[src/rtl/gtmr_pkg.sv]
package gtmr_pkg;
    localparam int PH_W = 4;

    typedef struct packed {
        logic [PH_W-1:0] phase;
    } presc_state_t;

    typedef struct packed {
        logic pin_s1;
        logic pin_s2;
        logic cmp_hold;
    } gate_state_t;
endpackage

[src/rtl/gtmr_presc.sv]
module gtmr_presc
    import gtmr_pkg::*;
(
    input  logic       clk,
    input  logic       rst_n,
    input  logic       en,
    input  logic [1:0] div_sel,
    output logic       rise,
    output logic       fall
);
    presc_state_t st_d, st_q;
    logic [PH_W-1:0] half, last;

    always_comb begin
        half = PH_W'(1) << div_sel;
        last = PH_W'((half << 1) - 1);
        rise = en && (st_q.phase == last);
        fall = en && (st_q.phase == PH_W'(half - 1));
        st_d = st_q;
        if (!en || rise) st_d.phase = '0;
        else             st_d.phase = st_q.phase + 1'b1;
    end

    always_ff @(posedge clk or negedge rst_n) begin
        if (!rst_n) st_q <= '0;
        else        st_q <= st_d;
    end


    phase_clear_chk: assert property (@(posedge clk) disable iff (!rst_n)
        !en |=> (st_q.phase == '0));

    strobe_excl_chk: assert property (@(posedge clk) disable iff (!rst_n)
        !(rise && fall));
endmodule

[src/rtl/gtmr_gate.sv]
module gtmr_gate
    import gtmr_pkg::*;
(
    input  logic clk,
    input  logic rst_n,
    input  logic fall,
    input  logic gate_en,
    input  logic use_pin,
    input  logic sync_en,
    input  logic pin,
    input  logic cmp,
    output logic gate_open
);
    gate_state_t st_d, st_q;
    logic cmp_level;

    always_comb begin
        st_d        = st_q;
        st_d.pin_s1 = pin;
        st_d.pin_s2 = st_q.pin_s1;
        if (fall) st_d.cmp_hold = cmp;
        cmp_level = sync_en ? st_q.cmp_hold : cmp;
        gate_open = !gate_en || (use_pin ? st_q.pin_s2 : cmp_level);
    end

    always_ff @(posedge clk or negedge rst_n) begin
        if (!rst_n) st_q <= '0;
        else        st_q <= st_d;
    end


    hold_stable_chk: assert property (@(posedge clk) disable iff (!rst_n)
        !fall |=> $stable(st_q.cmp_hold));

    pin_pipe_chk: assert property (@(posedge clk) disable iff (!rst_n)
        1'b1 |=> (st_q.pin_s2 == $past(st_q.pin_s1)));
endmodule

[src/rtl/gtmr_top.sv]
module gtmr_top #(
    parameter int CNT_W = 16,
    parameter int CFG_W = 8
) (
    input  logic             clk,
    input  logic             rst_n,
    input  logic             tmr_en,
    input  logic             gate_en,
    input  logic [1:0]       presc_sel,
    input  logic             gate_pin,
    input  logic             cmp_out,
    input  logic             cfg_we,
    input  logic [CFG_W-1:0] cfg_wdata,
    output logic [CFG_W-1:0] cfg_rdata,
    output logic [CNT_W-1:0] count,
    output logic             ovf
);
    localparam logic [CNT_W-1:0] CNT_MAX = {CNT_W{1'b1}};

    typedef struct packed {
        logic [CNT_W-1:0] cnt;
        logic             src_pin;
        logic             sync_on;
        logic             ovf;
    } top_state_t;

    top_state_t st_d, st_q;
    logic rise, fall, gate_open;

    gtmr_presc u_presc (
        .clk     (clk),
        .rst_n   (rst_n),
        .en      (tmr_en),
        .div_sel (presc_sel),
        .rise    (rise),
        .fall    (fall)
    );

    gtmr_gate u_gate (
        .clk       (clk),
        .rst_n     (rst_n),
        .fall      (fall),
        .gate_en   (gate_en),
        .use_pin   (st_q.src_pin),
        .sync_en   (st_q.sync_on),
        .pin       (gate_pin),
        .cmp       (cmp_out),
        .gate_open (gate_open)
    );

    always_comb begin
        st_d     = st_q;
        st_d.ovf = 1'b0;
        if (cfg_we) begin
            st_d.src_pin = cfg_wdata[1];
            st_d.sync_on = cfg_wdata[0];
        end
        if (rise && gate_open) begin
            st_d.cnt = st_q.cnt + 1'b1;
            st_d.ovf = (st_q.cnt == CNT_MAX);
        end
    end

    always_ff @(posedge clk or negedge rst_n) begin
        if (!rst_n) begin
            st_q         <= '0;
            st_q.src_pin <= 1'b1;
        end else begin
            st_q <= st_d;
        end
    end

    assign cfg_rdata = {{(CFG_W-2){1'b0}}, st_q.src_pin, st_q.sync_on};
    assign count     = st_q.cnt;
    assign ovf       = st_q.ovf;


    no_overflow_chk: assert property (@(posedge clk) disable iff (!rst_n)
        ovf |-> (count == '0));

    step_one_chk: assert property (@(posedge clk) disable iff (!rst_n)
        (count != $past(count)) |-> (count == $past(count) + 1'b1));

    hold_off_chk: assert property (@(posedge clk) disable iff (!rst_n)
        !tmr_en |=> $stable(count));

    cfg_wr_chk: assert property (@(posedge clk) disable iff (!rst_n)
        cfg_we |=> (cfg_rdata == {{(CFG_W-2){1'b0}}, $past(cfg_wdata[1:0])}));
endmodule

[config.mk]
export PLATFORM = sky130hd
export DESIGN_NAME = gtmr_top
export DESIGN_NICKNAME = d
export VERILOG_FILES = /design/src/rtl/gtmr_pkg.sv /design/src/rtl/gtmr_presc.sv /design/src/rtl/gtmr_gate.sv /design/src/rtl/gtmr_top.sv
export SDC_FILE = /design/constraint.sdc
export NUM_CORES = 1
export LEC_CHECK = 0
export ABC_AREA = 1
export BUFFER_PORTS_ARGS = -buffer_cell sky130_fd_sc_hd__buf_2
export CAP_MARGIN = 10
export CORE_MARGIN = 3
export CORE_UTILIZATION = 45
export CTS_BUF_LIST = sky130_fd_sc_hd__clkbuf_4 sky130_fd_sc_hd__clkbuf_8 sky130_fd_sc_hd__clkbuf_16
export CTS_CLUSTER_SIZE = 10
export DETAILED_ROUTE_END_ITERATION = 8
export PLACE_DENSITY = 0.7
export SETUP_SLACK_MARGIN = 0.3
export SLEW_MARGIN = 25
export SYNTH_ARGS = -nofsm -noshare
export SYNTH_HDL_FRONTEND = slang
export SYNTH_SLANG_ARGS = --single-unit
[constraint.sdc]
create_clock -name clk -period 2.1 [get_ports clk]
set_input_delay 0.42 -clock clk [delete_from_list [all_inputs] [get_ports clk]]
set_output_delay 0.42 -clock clk [all_outputs]
set_load 0.005 [all_outputs]
==> flow_metrics.tcl, run 1 <==
set metrics [dict create \
    tns_ps 0 \
    cp_common_cell "nand2_1" \
    fp.dieW_um 64.2 \
    ys_seq_area_share_pct 42.8 \
    avgRoutedWirePerCell_um 10.6 \
    status "complete, no violations" \
    syn_inst 206 \
    synthXorXnorAreaFrac_pct 7.47 \
    leakage_uw 0.000880 \
    drc_errors 0 \
    cp_data_required_time_ps 2370 \
    antenna_cells 0 \
    place_area_um2 1660 \
    io_pins 42 \
    routed_wl_um 2950 \
    grt_usage_pct 16.2 \
    synth_compound_area_share_pct 4.76 \
    cts-root-buf "clkbuf_4" \
    post-place-ws_ps 371 \
    die_y_um 64.2 \
    grt_pass1_vias 1205 \
    max_stage_delay_ps 460 \
    cp_slowest_cell "dfrtp_1" \
    period_share_pct 75.3 \
    insertion_delay_ps 330 \
    hold_buffers 0 \
    via_per_inst 4.65 \
    io_buffers 29 \
    maxCapViolCount 0 \
    final_max_slew_viol_count 0 \
    crit_fanout 13 \
    overflow 0 \
    ys_types 22 \
    cts_buffer_depth 2 \
    area_growth_pct 12.3 \
    cp_cell_sequence "inv_1 -> nand2_1 -> nand2_1 -> nand2_2 -> nor2_2 -> nand3_2 -> inv_2 -> nand2_1 -> nand2_1" \
    die_area_um2 4120 \
    dr.pass1.iters 4 \
    synth.avg_cell_area_um2 7.40 \
    initial_core_util_pct 48.3 \
    gp_congestion 0.776 \
    synthSimpleGateAreaFrac_pct 32.8 \
    antenna_found_initial 0 \
    endpoint "count[0]" \
    ys_warn_count 0 \
    core-area_um2 3150 \
    grt_pass1_wl_um 5290 \
    synth_fa_ha_area_share_pct 1.64 \
    clk_pin_slew_ps 140 \
    vias 1294 \
    path_class "flip-flop to flip-flop" \
    crit_path_start "u_presc.st_q[2]" \
    rows 20 \
    r2r_start "u_presc.st_q[2]" \
    rr_endpoint "count[0]" \
    ant_nets 0 \
    dp_hpwl_um 2170 \
    final_cell_mix "nand2_1, buf_2, dfrtp_1" \
    critPathLaunchType "flip-flop" \
    worst_pin_slew_ps 571 \
    cts_tree "built" \
    final_area_um2 1710 \
    relSlewSlack_pct 61.9 \
    final_layout_size_suffix_gt1_share_pct 18.4 \
    numCtsBuffers 3 \
    regToRegSetupSlack_ps 520 \
    finalHoldViolCount 0 \
    synth_seq_cells 26 \
    drt_iter0_markers 51 \
    p_per_area_nw_per_um2 620 \
    htreeDepth 1 \
    cts.sinks 26 \
    dp.cells 274 \
    crit_path_end_kind "flip-flop" \
    synthMuxAreaShare_pct 0 \
    fmax_ghz 0.632 \
    fin_cells 278 \
    final_common_cell "nand2_1" \
    ff2ff_path_depth 9 \
    rsz0062_at_grt "false" \
    netlist_area_um2 1520 \
    nNetsFinal 254 \
    grt_max_degree 27 \
    fin_ws_ps 518 \
    vdd_drop_max_mv 0.447 \
    finClkSkew_ps 10.4 \
    synth_top_family_by_area "simple AND/OR/NAND/NOR gates" \
    final.min_clock_period_ps 1580 \
    cp.arrival_ps 1850 \
    hp-class "input port to async pin" \
    finalSetupViolCount 0 \
    post-route-util_pct 54.3 \
]
[per-layer routing]
layer	track usage (%)	vias up	wire, µm
li1	-	682	-
met1	21.9	574	1450
met2	25.0	34	1280
met3	2.11	4	164
met4	8.71	0	52
met5	0	-	0
[logic make-up (layout without fill, tap and decap cells)]
| group | Yosys count | count (layout) |
|---|---|---|
| flip-flops | 26 | 26 |
| XOR/XNOR | 13 | 13 |
| AO/OA/AOI/OAI | 14 | 14 |
| AND/OR/NAND/NOR | 122 | 122 |
| other | 1 | 6 |
| buffers and inverters | 28 | 51 |
| adder cells (fa/ha/maj) | 2 | 2 |
[synthesized netlist by cell type, drive strengths merged]
master  number  share of area [%]
nand4        2               0.82
nor2        23                6.0
dfrtp       25                 41
o21ai       11                3.6
ha           2                1.6
o211ai       1               0.49
xor2         4                2.3
a21oi        2               0.66
buf         11                6.2
conb         1               0.25
nand2       82                 21
nand3       13                4.6
xnor2        9                5.2
nor3         2               0.66
inv         17                4.2
dfstp        1                1.7
[per-stage QoR]
step                      hold slack (ps)  total power [µW]
final                                61.3              1060
after CTS                            76.0              1080
after floorplan                       124               680
after global routing                 80.2              1150
after global placement                336               725
after detailed placement              341               728
[layout make-up]
cell class	instances	area [µm²]
Fill cell	326	1440
Tap cell	44	55.1
Timing Repair Buffer	30	153
Inverter	17	63.8
Sequential cell	26	652
Multi-Input combinational cell	157	736
Clock inverter	1	30.0
Clock buffer	3	22.5
[flip-flops by register name (all words and copies together) (netlist names)]
signal        cells
count            16
u_gate.st_q       2
u_presc.st_q      4
cfg_rdata         2
u_gate.st_d       1
ovf               1
[report_power, final]
group          switching [µW]  internal (µW)  leakage [µW]
logic                    83.0           60.8      0.000505
clock network             150            193     0.0000279
registers                38.5            537      0.000347
total                     271            791      0.000880
[worst min path at each step]
stage                         from             end  slack [ps]  cells after the start
finish                       rst_n        count[9]          60                      1
floorplan                    rst_n    cfg_rdata[0]         120                      0
global placement    u_gate.st_d[1]  u_gate.st_q[1]         340                      0
CTS                          rst_n       count[11]          80                      1
detailed placement  u_gate.st_d[1]  u_gate.st_q[1]         340                      0
global route                 rst_n       count[15]          80                      1
[what timing repair did]
item / CTS / global route
hold endpoints to repair: 0 / 0
setup buffers: 0 / 0
resized for setup: 0 / 1
setup endpoints to repair: 0 / 1
[worst max-delay path, delay by kind of cell (launching register included)]
kind,cells,cell delay (ps)
buf+inv,2,380
flops,1,460
simple gates,7,680
(Power assumes the default switching activity.)
==> run 2: changes to the inputs <==
==> constraint.sdc (replaced) <==
create_clock -name clk -period 1.5 [get_ports clk]
set_input_delay 0.3 -clock clk [delete_from_list [all_inputs] [get_ports clk]]
set_output_delay 0.3 -clock clk [all_outputs]
set_load 0.005 [all_outputs]
==> run 2 against run 1 <==
Against the previous run: clock skew rose by 6.1 ps; global-route usage grew 4.5 points; worst setup slack worse by 410 ps; worst hold slack better by 12 ps; via count increased by 20%; total power rose by 53%; non-clock buffer count is 48 higher; flip-flop and latch count unchanged; critical path type unchanged.
==> flow_metrics.tcl, run 2 (synthesized netlist as in run 1, its figures left out) <==
set metrics [dict create \
    ant_nets 0 \
    drc_errors 0 \
    dp_hpwl_um 2290 \
    p_per_area_nw_per_um2 715 \
    n_fill_cell 246 \
    cts-root-buf "clkbuf_4" \
    grt_pass1_wl_um 6670 \
    hold_ws_ps 73.4 \
    final_layout_size_suffix_gt1_share_pct 43.3 \
    path_class "flip-flop to flip-flop" \
    grt_max_degree 27 \
    relSlewSlack_pct 61.5 \
    initial_core_util_pct 48.3 \
    cp_slowest_cell "dfrtp_1" \
    clk_pin_slew_ps 140 \
    cp_cell_sequence "inv_2 -> nand2_1 -> nand2_1 -> nand2_2 -> nor2_4 -> nand3_4 -> buf_6 -> nand2_1 -> nand2_1" \
    die_y_um 64.2 \
    max_stage_delay_ps 450 \
    final_common_cell "nand2_1" \
    tns_ps 0 \
    register_area_um2 658 \
    cp_common_cell "nand2_1" \
    crit_family "simple AND/OR/NAND/NOR gates" \
    final.min_clock_period_ps 1390 \
    io_pins 42 \
    hp-class "input port to flip-flop" \
    io_buffers 29 \
    drt_iter0_markers 85 \
    cp_data_required_time_ps 1730 \
    dr.pass1.iters 4 \
    crit_path_end_kind "flip-flop" \
    crit_buf_inv 2 \
    final_max_slew_viol_count 0 \
    cp.arrival_ps 1620 \
    status "complete, no violations" \
    cts.sinks 26 \
    overflow 0 \
    cts_buffer_depth 2 \
    worst_pin_slew_ps 578 \
    rows 20 \
    die_area_um2 4120 \
    crit_fanout 5 \
    rsz0062_at_grt "true" \
    total_power_uw 1620 \
    area_growth_pct 49.1 \
    vias 1547 \
    routed_wl_um 4010 \
    insertion_delay_ps 340 \
    finalSetupViolCount 0 \
    multi_input_area_um2 860 \
    antenna_cells 0 \
    numCtsBuffers 3 \
    antenna_found_initial 0 \
    gp_congestion 0.837 \
    fp.dieW_um 64.2 \
    vdd_drop_max_mv 0.652 \
    nNetsFinal 302 \
    fmax_ghz 0.720 \
    grt_pass1_vias 1487 \
    maxCapViolCount 0 \
    grt_usage_pct 20.7 \
    finClkSkew_ps 16.5 \
    critPathLaunchType "flip-flop" \
    via_per_inst 4.75 \
    leakage_uw 0.00116 \
    avgRoutedWirePerCell_um 12.3 \
    core-area_um2 3150 \
    finalHoldViolCount 0 \
    final_cell_mix "nand2_1, buf_4, buf_2" \
    period_share_pct 92.6 \
    largest_reg_flops 16 \
    htreeDepth 1 \
    cts_tree "built" \
]
run 2: changes by cell type in the layout (fill, tap and decap cells not counted), moves of 4 or more:
cell	change
nand2_2	+8
nand2_1	-10
buf_2	-4
nor2_1	-6
buf_4	+37
nand3_1	-4
o21ai_0	-6
dfrtp_2	+5
dfrtp_1	-5
buf_6	+14
run 2: path summary, 6_finish.rpt:
check / startpoint / to / slack [ps] / cells after the start
max reg2reg: u_presc.st_q[2] / count[10] / 110 / 9
min in group asynchronous: rst_n / count[11] / 460 / 2
max: u_presc.st_q[2] / count[10] / 110 / 9
max in group asynchronous: rst_n / count[1] / 610 / 2
min: gate_pin / u_gate.st_d[1] / 70 / 1
min reg2reg: u_gate.st_d[1] / u_gate.st_q[1] / 370 / 0
run 2: cell type report:
type,count,share of cell area [%]
multi-input cells,157,37.8
flip-flops and latches,26,29.0
repair buffers,78,25.4
inverters,17,3.03
well taps,44,2.42
clock inverters,1,1.32
clock buffers,3,0.991
run 2: metrics by stage:
stage	cell area, µm²	std cells	util (%)	setup WS, ps
2_1_floorplan	1580	211	-	212
3_3_place_gp	1740	280	55.0	138
3_5_place_dp	1740	280	55.0	104
4_1_cts	2150	321	68.3	179
5_1_grt	2270	326	72.1	18.8
6_report	2270	326	72.1	110
run 2: metal layers:
metal	global-route usage [%]	up-vias	share of wire [%]	wire (µm)
li1	-	785	-	-
met4	9.50	0	1.9	76
met5	0	-	0	0
met1	26.5	706	44	1750
met2	34.1	46	50	2000
met3	3.34	10	4.7	187
run 2: timing repair:
item	in CTS	in global routing
endpoints found under the setup margin	34	40
setup buffers	34	5
resized for setup	28	28
hold endpoints to repair	25	0
hold buffers	1	0
pin swaps	10	9
gates cloned	2	0
run 2: report_power, final:
group          total (µW)  internal [µW]  switching (µW)
clock network         498            271             227
logic                 302            148             154
registers             824            756            67.5
